==> src/rtl/seq_stat_pkg.sv <==
package seq_stat_pkg;

  typedef enum logic [1:0] {
    ST_IDLE = 2'd0,
    ST_RUN  = 2'd1,
    ST_EVAL = 2'd2
  } stat_state_e;

endpackage

==> src/rtl/seq_stat_ctrl.sv <==
module seq_stat_ctrl
  import seq_stat_pkg::*;
#(
  parameter int LEN_W = 16
) (
  input  logic             clk,
  input  logic             rst_n,
  input  logic             start_i,
  input  logic             valid_i,
  input  logic [LEN_W-1:0] len_i,
  output logic             clr_o,
  output logic             take_o,
  output logic             eval_o,
  output logic             done_o,
  output logic [LEN_W-1:0] len_o
);

  stat_state_e      state_q, state_d;
  logic [LEN_W-1:0] cnt_q, cnt_d, cnt_inc;
  logic [LEN_W-1:0] len_q;
  logic             done_q, done_d;

  // next state
  always_comb begin
    state_d = state_q;
    cnt_d   = cnt_q;
    done_d  = 1'b0;
    cnt_inc = cnt_q + 1'b1;
    if (start_i) begin
      cnt_d   = '0;
      state_d = (len_i == '0) ? ST_EVAL : ST_RUN;
    end else begin
      case (state_q)
        ST_RUN: begin
          if (valid_i) begin
            cnt_d = cnt_inc;
            if (cnt_inc == len_q) state_d = ST_EVAL;
          end
        end
        ST_EVAL: begin
          state_d = ST_IDLE;
          done_d  = 1'b1;
        end
        default: ;
      endcase
    end
  end

  // registers
  always_ff @(posedge clk or negedge rst_n) begin
    if (!rst_n) begin
      state_q <= ST_IDLE;
      cnt_q   <= '0;
      len_q   <= '0;
      done_q  <= 1'b0;
    end else begin
      state_q <= state_d;
      cnt_q   <= cnt_d;
      done_q  <= done_d;
      if (start_i) len_q <= len_i;
    end
  end

  assign clr_o  = start_i;
  assign take_o = (state_q == ST_RUN) && valid_i && !start_i;
  assign eval_o = (state_q == ST_EVAL) && !start_i;
  assign done_o = done_q;
  assign len_o  = len_q;

  assert_done_pulse_R5: assert property (@(posedge clk) disable iff (!rst_n)
    done_q |=> !done_q);

  assert_cnt_bound_R5: assert property (@(posedge clk) disable iff (!rst_n)
    (state_q == ST_RUN) |-> (cnt_q < len_q));

endmodule

==> src/rtl/seq_stat_accum.sv <==
module seq_stat_accum #(
  parameter int LEN_W = 16
) (
  input  logic                    clk,
  input  logic                    rst_n,
  input  logic                    clr_i,
  input  logic                    take_i,
  input  logic                    bit_i,
  output logic [LEN_W-1:0]        ones_o,
  output logic [LEN_W-1:0]        zeros_o,
  output logic signed [LEN_W+1:0] sum_o,
  output logic [LEN_W-1:0]        runs_o
);

  localparam int SUM_W = LEN_W + 2;
  localparam logic signed [SUM_W-1:0] SUM_ONE = SUM_W'(1);

  logic [LEN_W-1:0]        ones_q, ones_d, zeros_q, zeros_d, runs_q, runs_d;
  logic signed [SUM_W-1:0] sum_q, sum_d;
  logic                    prev_q, prev_d, first_q, first_d;
  logic                    acc_en;
  logic [LEN_W:0]          total_w;

  assign acc_en = clr_i | take_i;

  // next state
  always_comb begin
    ones_d  = ones_q;
    zeros_d = zeros_q;
    sum_d   = sum_q;
    runs_d  = runs_q;
    prev_d  = prev_q;
    first_d = first_q;
    if (clr_i) begin
      ones_d  = '0;
      zeros_d = '0;
      sum_d   = '0;
      runs_d  = '0;
      prev_d  = 1'b0;
      first_d = 1'b1;
    end else if (take_i) begin
      if (bit_i) begin
        ones_d = ones_q + 1'b1;
        sum_d  = sum_q + SUM_ONE;
      end else begin
        zeros_d = zeros_q + 1'b1;
        sum_d   = sum_q - SUM_ONE;
      end
      if (first_q || (bit_i != prev_q)) runs_d = runs_q + 1'b1;
      prev_d  = bit_i;
      first_d = 1'b0;
    end
  end

  // registers
  always_ff @(posedge clk or negedge rst_n) begin
    if (!rst_n) begin
      ones_q  <= '0;
      zeros_q <= '0;
      sum_q   <= '0;
      runs_q  <= '0;
      prev_q  <= 1'b0;
      first_q <= 1'b1;
    end else if (acc_en) begin
      ones_q  <= ones_d;
      zeros_q <= zeros_d;
      sum_q   <= sum_d;
      runs_q  <= runs_d;
      prev_q  <= prev_d;
      first_q <= first_d;
    end
  end

  assign ones_o  = ones_q;
  assign zeros_o = zeros_q;
  assign sum_o   = sum_q;
  assign runs_o  = runs_q;

  always_comb total_w = {1'b0, ones_q} + {1'b0, zeros_q};

  assert_sum_balance_R3: assert property (@(posedge clk) disable iff (!rst_n)
    sum_q == ($signed({2'b00, ones_q}) - $signed({2'b00, zeros_q})));

  assert_runs_bound_R4: assert property (@(posedge clk) disable iff (!rst_n)
    ({1'b0, runs_q} <= total_w) && ((total_w == '0) || (runs_q != '0)));

  assert_clear_R8: assert property (@(posedge clk) disable iff (!rst_n)
    clr_i |=> (ones_q == '0) && (zeros_q == '0) && (runs_q == '0));

  assert_hold_R10: assert property (@(posedge clk) disable iff (!rst_n)
    (!clr_i && !take_i) |=> $stable(ones_q) && $stable(zeros_q) && $stable(runs_q));

endmodule

==> src/rtl/seq_stat_judge.sv <==
module seq_stat_judge #(
  parameter int LEN_W   = 16,
  parameter int MIN_LEN = 100
) (
  input  logic             clk,
  input  logic             rst_n,
  input  logic             clr_i,
  input  logic             eval_i,
  input  logic [LEN_W-1:0] ones_i,
  input  logic [LEN_W-1:0] len_i,
  output logic             ok_o,
  output logic             short_o
);

  localparam int SUM_W = LEN_W + 2;
  localparam int SQ_W  = 2 * SUM_W;

  logic signed [SUM_W-1:0] dev_w;
  logic [SUM_W-1:0]        mag_w;
  logic [SQ_W-1:0]         sq_w, lim_w;
  logic                    within_w, short_w;
  logic                    ok_q, ok_d, short_q, short_d;

  // (2*ones - n)^2 < 16*n, no division
  always_comb begin
    dev_w    = $signed({1'b0, ones_i, 1'b0}) - $signed({2'b00, len_i});
    mag_w    = dev_w[SUM_W-1] ? $unsigned(-dev_w) : $unsigned(dev_w);
    sq_w     = SQ_W'(mag_w) * SQ_W'(mag_w);
    lim_w    = SQ_W'({len_i, 4'b0000});
    within_w = sq_w < lim_w;
  end

  generate
    if (MIN_LEN > 0) begin : g_minlen
      assign short_w = int'(len_i) < MIN_LEN;
    end else begin : g_nominlen
      assign short_w = 1'b0;
    end
  endgenerate

  always_comb begin
    ok_d    = ok_q;
    short_d = short_q;
    if (clr_i) begin
      ok_d    = 1'b0;
      short_d = 1'b0;
    end else if (eval_i) begin
      ok_d    = within_w && !short_w;
      short_d = short_w;
    end
  end

  always_ff @(posedge clk or negedge rst_n) begin
    if (!rst_n) begin
      ok_q    <= 1'b0;
      short_q <= 1'b0;
    end else if (clr_i || eval_i) begin
      ok_q    <= ok_d;
      short_q <= short_d;
    end
  end

  assign ok_o    = ok_q;
  assign short_o = short_q;

  assert_flag_excl_R7: assert property (@(posedge clk) disable iff (!rst_n)
    !(ok_q && short_q));

  assert_ok_source_R6: assert property (@(posedge clk) disable iff (!rst_n)
    $rose(ok_q) |-> $past(eval_i));

endmodule

==> src/rtl/seq_stat_engine.sv <==
module seq_stat_engine #(
  parameter int LEN_W   = 16,
  parameter int MIN_LEN = 100
) (
  input  logic                    clk,
  input  logic                    rst_n,
  input  logic                    start_i,
  input  logic [LEN_W-1:0]        len_i,
  input  logic                    bit_valid_i,
  input  logic                    bit_i,
  output logic                    done_o,
  output logic [LEN_W-1:0]        ones_o,
  output logic [LEN_W-1:0]        zeros_o,
  output logic signed [LEN_W+1:0] sum_o,
  output logic [LEN_W-1:0]        runs_o,
  output logic                    runs_ok_o,
  output logic                    too_short_o
);

  logic [1:0]       rst_sync_q;
  logic             rst_int_n;
  logic             clr_w, take_w, eval_w;
  logic [LEN_W-1:0] len_w;

  // async assert, sync release
  always_ff @(posedge clk or negedge rst_n) begin
    if (!rst_n) rst_sync_q <= 2'b00;
    else        rst_sync_q <= {rst_sync_q[0], 1'b1};
  end
  assign rst_int_n = rst_sync_q[1];

  seq_stat_ctrl #(.LEN_W(LEN_W)) ctrl_i (
    .clk     (clk),
    .rst_n   (rst_int_n),
    .start_i (start_i),
    .valid_i (bit_valid_i),
    .len_i   (len_i),
    .clr_o   (clr_w),
    .take_o  (take_w),
    .eval_o  (eval_w),
    .done_o  (done_o),
    .len_o   (len_w)
  );

  seq_stat_accum #(.LEN_W(LEN_W)) accum_i (
    .clk     (clk),
    .rst_n   (rst_int_n),
    .clr_i   (clr_w),
    .take_i  (take_w),
    .bit_i   (bit_i),
    .ones_o  (ones_o),
    .zeros_o (zeros_o),
    .sum_o   (sum_o),
    .runs_o  (runs_o)
  );

  seq_stat_judge #(.LEN_W(LEN_W), .MIN_LEN(MIN_LEN)) judge_i (
    .clk     (clk),
    .rst_n   (rst_int_n),
    .clr_i   (clr_w),
    .eval_i  (eval_w),
    .ones_i  (ones_o),
    .len_i   (len_w),
    .ok_o    (runs_ok_o),
    .short_o (too_short_o)
  );

endmodule

==> config.mk <==
export PLATFORM = sky130hd
export DESIGN_NAME = seq_stat_engine
export DESIGN_NICKNAME = d
export VERILOG_FILES = /design/src/rtl/seq_stat_pkg.sv /design/src/rtl/seq_stat_ctrl.sv /design/src/rtl/seq_stat_accum.sv /design/src/rtl/seq_stat_judge.sv /design/src/rtl/seq_stat_engine.sv
export SDC_FILE = /design/constraint.sdc
export NUM_CORES = 1
export LEC_CHECK = 0
export BUFFER_PORTS_ARGS = -buffer_cell sky130_fd_sc_hd__buf_2
export CORE_MARGIN = 2
export CORE_UTILIZATION = 58
export DETAILED_ROUTE_END_ITERATION = 6
export PLACE_DENSITY = 0.79
export SYNTH_ARGS = -nofsm -noshare
export SYNTH_HDL_FRONTEND = slang
export SYNTH_SLANG_ARGS = --single-unit
==> constraint.sdc <==
create_clock -name clk -period 3 [get_ports clk]
set_input_delay 0.6 -clock clk [delete_from_list [all_inputs] [get_ports clk]]
set_output_delay 0.6 -clock clk [all_outputs]
set_load 0.01 [all_outputs]
* Yosys cells after proc, flatten, opt, wreduce, memory -nomap -nowiden
Cells that the tools add are included.
Storage, ports and cells: flip-flop bits (word level) 107, latch bits 0, memories 0, ROM bits 0, word-level logic and storage cells 86, RAM bits 0
Cells by class: shift operators 0, add/sub/neg operators 8, reductions and logical operators 23, equality and inequality tests 7, multiply operators 1, div/mod/pow operators 0, bitwise logic cells 1, multiplexer cells 31, $lt $le $gt $ge 2
Operator list (number):
- 16-bit two-way mux | 12
- 18-bit two-way mux | 4
- 16-bit by 1-bit adder with 16-bit output, second input constant | 4
- 36-bit by 20-bit < comparator with 1-bit output | 1
- 18-bit by 18-bit multiplier with 36-bit output | 1
- 18-bit by 2-bit adder with 18-bit output, second input constant | 1
- 18-bit negator | 1
- 17-bit by 16-bit subtractor with 18-bit output | 1
- 18-bit by 2-bit subtractor with 18-bit output, second input constant | 1
- 16-bit == test | 1
- 16-bit logical NOT | 1
- 16-bit by 7-bit < comparator with 1-bit output, second input constant | 1
- 3-bit AND reduction | 4
- 2-bit nonzero test | 6
- 1-bit two-way mux | 10
- 2-bit two-way mux | 4
- 2-bit AND reduction | 3
- 1-bit logical AND | 4
- 2-bit one-hot mux with 2 select lines | 1
- 3-bit by 2-bit != test with 1-bit output, second input constant | 1
- 3-bit != test, second input constant | 1
- 3-bit nonzero test | 1
- 2-bit by 1-bit == test with 1-bit output, second input constant | 1
- 2-bit == test, second input constant | 1
- 5 further kinds | 7

* Depth between registers and ports, before layout
depth after elaboration 8, gate-level depth with buffers 45, gate-level depth less buffers 44

* Hierarchy
From an unflattened synthesis, not the netlist that was laid out.
Unflattened totals: cells, all modules 1922, area, all modules 17012.6 µm²
Modules (own cells, without submodules):
- seq_stat_judge | cells each 1293, area each 10948.0 µm², instances 1
- seq_stat_accum | cells each 432, area each 4032.6 µm², instances 1
- seq_stat_ctrl | cells each 194, area each 1978.1 µm², instances 1
- seq_stat_engine | cells each 3, area each 53.8 µm², instances 1

* Worst setup path before layout
No wires, ideal clock.
path type register to register, start point register accum_i.ones_q[0] (netlist: accum_i.ones_o[0]), end point register judge_i.ok_q (netlist: judge_i.ok_o), buffers on the path 0, required time 2905 ps, arrival time 9251 ps, clock period less this slack 9346 ps, setup time 95 ps, cell stages (with the launch flop) 41, setup slack -6346 ps, cell sequence dfrtp_1 > inv_1 > fa_1 > nor2b_1 > o21ai_2 > a21boi_2 > nor2_1 > or3_1 > nor4b_1 > nor2_1 > xnor2_2 > inv_2 > nor2_1 > inv_1 > fa_1 > inv_1 > fa_1 > inv_1 > [... 5 more ...] > ha_1 > a21o_1 > a21o_1 > a41o_1 > a31o_2 > a21o_1 > a21oi_1 > xnor2_1 > ha_1 > a21oi_1 > o2111ai_1 > nor4_1 > o211ai_1 > nor4_1 > nand4_1 > a221oi_1 > o2111ai_1 > o31ai_1
On the way: word-level cells in the longest chain between the ends 8
RTL lines:
- from (decl) | RTL line seq_stat_accum.sv:18 | logic [LEN_W-1:0] ones_q, ones_d, zeros_q, zeros_d, runs_q, runs_d;
- from (signal assigned) | RTL line seq_stat_accum.sv:65 | ones_q <= ones_d;
- 17-bit by 16-bit subtractor with 18-bit output * | RTL line seq_stat_judge.sv:26 | dev_w = $signed({1'b0, ones_i, 1'b0}) - $signed({2'b00, len_i});
- 18-bit negator | RTL line seq_stat_judge.sv:27 | mag_w = dev_w[SUM_W-1] ? $unsigned(-dev_w) : $unsigned(dev_w);
- 18-bit two-way mux * | RTL line seq_stat_judge.sv:27
- 18-bit by 18-bit multiplier with 36-bit output * | RTL line seq_stat_judge.sv:28 | sq_w = SQ_W'(mag_w) * SQ_W'(mag_w);
- 36-bit by 20-bit < comparator with 1-bit output * | RTL line seq_stat_judge.sv:30 | within_w = sq_w < lim_w;
- 1-bit logical AND * | RTL line seq_stat_judge.sv:48 | ok_d = within_w && !short_w;
- 1-bit two-way mux * | RTL line seq_stat_judge.sv:47 | end else if (eval_i) begin
- 1-bit two-way mux * | RTL line seq_stat_judge.sv:44 | if (clr_i) begin
- to (signal assigned) | RTL line seq_stat_judge.sv:58 | ok_q <= ok_d;
- to (decl) | RTL line seq_stat_judge.sv:22 | logic ok_q, ok_d, short_q, short_d;
Every way passes the cells marked *; elsewhere a longest branch is shown, timed or not. The select of a mux whose other input is x is not followed. A chain may end at the register's enable or synchronous reset.

* Final worst setup path
Ends and elaborated chain as after synthesis.

==> reports/metrics.cfg <==
[floorplanning]
die_area_um2 = 29100
rows = 60
io_pins = 90
die_x_um = 171
coreArea_um2 = 27100
start_util = 0.594
die_h_um = 171

[grt]
grt_use_total = 0.321
use_met1 = 0.383
grt_pass1_vias = 15559
overflow = 0
grt_busiest_layer = met2
antenna_found_initial = 0
grtUsageMet2 = 0.576
grt_use_met3 = 0.0527
grt_pass1_wl_um = 74000
grt_max_degree = 85

[logic_synthesis]
avgSynthCellArea_um2 = 8.79
seq_area_frac_synth = 0.167
ys_ff_latch = 107
synthArstFlopShare = 1.00
ys_warn_count = 0
synth.area.top_cells = fa_1 28%, dfrtp_1 16%, ha_1 12%, inv_1 7.7%, nor2_1 4.3%
synth_edf_count = 0
ys_types = 77
synth_ff_type = dfrtp_1
netlist_area_um2 = 16100
synth_top_area_frac = 0.276
syn_inst = 1829
synth_top_cell_by_area = fa_1

[clocking]
cts_buffer_depth = 2
clkTransAtPathRegs_ps = 80
clk_latency_ps = 360
cts_num_sinks = 107
htree_levels = 3
cts_root_buf = clkbuf_16
cts_tree = yes
numCtsBuffers = 9

[final_layout]
finish.utilization = 0.743
area_delta_synth_final_pct = 25.2
nets = 2658
finish.instance_area_um2 = 20100
num-fill-cells = 1877
layout-drive-gt1-share = 0.238
layout.cells.non_filler = 2633
antennaDiodeCount = 0

[sta]
period_needed_ps = 9460
finalSetupViolCount = 1
rsz0062_at_grt = true
fin_ws_ps = -6460
worst_pin_slew_ps = 902
tns_ps = -6460
min_period_over_period = 3.15
hold_viol_final = 0
finClkSkew_ps = 12.3
relSlewSlack = 0.391
fmax_ghz = 0.106
maxSlewViolCount = 0

[detailed_routing]
routed_wl_um = 45000
postRouteAntennaNets = 0
drc = 0
drtIter0Drc = 1044
vias = 14587
wl_per_cell_um = 17.1
firstDrtPassIters = 7
vias_per_cell = 5.54

[min_path]
hp-class = flip-flop to async pin

[worst_setup_path]
crit_required_ps = 3270
end_kind = flip-flop
crit_arrival_ps = 9730
start_kind = flip-flop
critPathKind = flip-flop to flip-flop
critical-path-max-stage-delay_ps = 560
crit_top_cell = fa_1
crit_fanout = 8
slowest_stage = fa_1

[placed_design]
dp_cells = 2614
placed_cell_area_um2 = 19600
place_congestion = 0.930
numPortBuffers = 89
hpwlAfterDp_um = 37300

[flow_run]
maxCapViolCount = 0

[outcome]
status = finished, violations left
failed_checks = setup timing

layout make-up:
| type | instances | area (um2) | share of cell area |
|---|---|---|---|
| clock buffer | 9 | 225 | 0.0112 |
| multi-input combinational | 1362 | 12300 | 0.609 |
| inverter | 335 | 1260 | 0.0627 |
| clock inverter | 7 | 119 | 0.00590 |
| timing repair buffer | 441 | 3120 | 0.155 |
| sequential | 107 | 2690 | 0.133 |
| tap | 372 | 465 | 0.0231 |
worst paths after layout:
check | startpoint | end | slack (ps) | cells past startpoint
max | accum_i.ones_o[0]$_DFFE_PN0P_ | judge_i.ok_o$_DFFE_PN0P_ | -6460 | 40
min | rst_sync_q[1]$_DFF_PN0_ | accum_i.zeros_o[10]$_DFFE_PN0P_ | 320 | 0
max reg2reg | accum_i.ones_o[0]$_DFFE_PN0P_ | judge_i.ok_o$_DFFE_PN0P_ | -6460 | 40
min reg2reg | rst_sync_q[1]$_DFF_PN0_ | accum_i.zeros_o[10]$_DFFE_PN0P_ | 320 | 0
max in group asynchronous | rst_sync_q[1]$_DFF_PN0_ | ctrl_i.cnt_q[0]$_DFFE_PN0P_ | 1980 | 1
min in group clk | rst_sync_q[0]$_DFF_PN0_ | rst_sync_q[1]$_DFF_PN0_ | 360 | 0
critical path, delay by kind of cell, from the launching register on:
kind	cells	cell delay [ps]
XOR/XNOR	2	320
flip-flops	1	420
adder cells (fa/ha/maj)	9	3880
AND/OR/NAND/NOR	7	1180
AO/OA/AOI/OAI	17	3230
buffers and inverters	5	380
cell usage after synthesis (6+ instances only):
| cell type | instances |
|---|---|
| ha_1 | 159 |
| a31oi_1 | 6 |
| nand2b_1 | 14 |
| inv_1 | 329 |
| buf_2 | 10 |
| a21oi_1 | 79 |
| and3_1 | 21 |
| nand3_1 | 40 |
| o21a_1 | 15 |
| clkbuf_1 | 34 |
| xor2_1 | 73 |
| nor2_1 | 186 |
| a211oi_1 | 12 |
| nand4_1 | 20 |
| nor3_1 | 14 |
| fa_1 | 222 |
| or3_1 | 17 |
| inv_2 | 6 |
| mux2i_1 | 6 |
| nor4_1 | 12 |
| nand2_1 | 178 |
| o211ai_1 | 8 |
| nor2b_1 | 12 |
| o21ai_0 | 59 |
| a21o_1 | 22 |
| xnor2_1 | 59 |
| dfrtp_1 | 106 |
| o31ai_1 | 6 |
sequential cells by signal, summed over array words and instances (netlist names):
name / cells
accum_i.first_q: 1
accum_i.ones_o: 16
accum_i.prev_q: 1
accum_i.runs_o: 16
accum_i.sum_o: 18
accum_i.zeros_o: 16
ctrl_i.cnt_q: 16
ctrl_i.done_o: 1
ctrl_i.len_o: 16
ctrl_i.state_q: 2
judge_i.ok_o: 1
judge_i.short_o: 1
rst_sync_q: 2
per-layer routing:
layer | wire, um | share of wire | vias up
met4 | 1770 | 0.039 | 0
met3 | 2620 | 0.058 | 153
li1 | - | - | 6700
met2 | 23100 | 0.51 | 501
met5 | 0 | 0 | -
met1 | 17500 | 0.39 | 7233
cell families (layout without fill, tap and decap cells):
logic type      count (synthesis)  count (layout)  share of synthesized area
mux                            11              11                    0.00723
simple gates                  541             541                      0.152
buf+inv                       384             792                     0.0907
flops                         107             107                      0.167
xor+xnor                      135             135                     0.0749
fa+ha+maj                     381             381                      0.400
other cells                     2              26                   0.000467
compound gates                268             268                      0.109
placed cells by master, fill, tap and decap left out, types with 5 or more instances in the layout:
cell type / instances
xor2_1: 70
o211ai_1: 8
conb_1: 26
nor2b_1: 12
dfrtp_1: 102
nand3_1: 38
nor4_1: 11
ha_1: 156
inv_1: 325
nor2_1: 179
a21oi_1: 73
inv_2: 9
nand2b_1: 14
nand2_1: 177
clkbuf_16: 9
a31o_2: 5
a31oi_1: 6
buf_2: 88
or2_2: 5
buf_4: 350
a21oi_2: 6
mux2i_1: 6
o21a_1: 15
nor3_1: 13
and3_1: 21
o21ai_0: 54
o31ai_1: 5
o22ai_1: 5
nand4_1: 20
nor2_2: 7
fa_1: 219
xnor2_1: 56
o21ai_1: 9
a211oi_1: 11
or3_1: 16
a21o_1: 22
stage by stage:
stage	worst slack (ps)	hold WS, ps
floorplan	-6030	304
global placement	-6180	332
detailed placement	-6630	332
CTS	-6390	2.66
global route	-6970	366
finish	-6460	316
repair_timing:
item,4_1_cts,5_1_grt
resized for setup,15,19
endpoints found under the setup margin,1,8
setup buffers,0,2
pin swaps,1,3
endpoints found under the hold margin,0,2
hold buffers,0,1
Power is left out: the tool's default activity adds up to more than one toggle a clock period on the data nets, which glitch-free logic cannot reach.
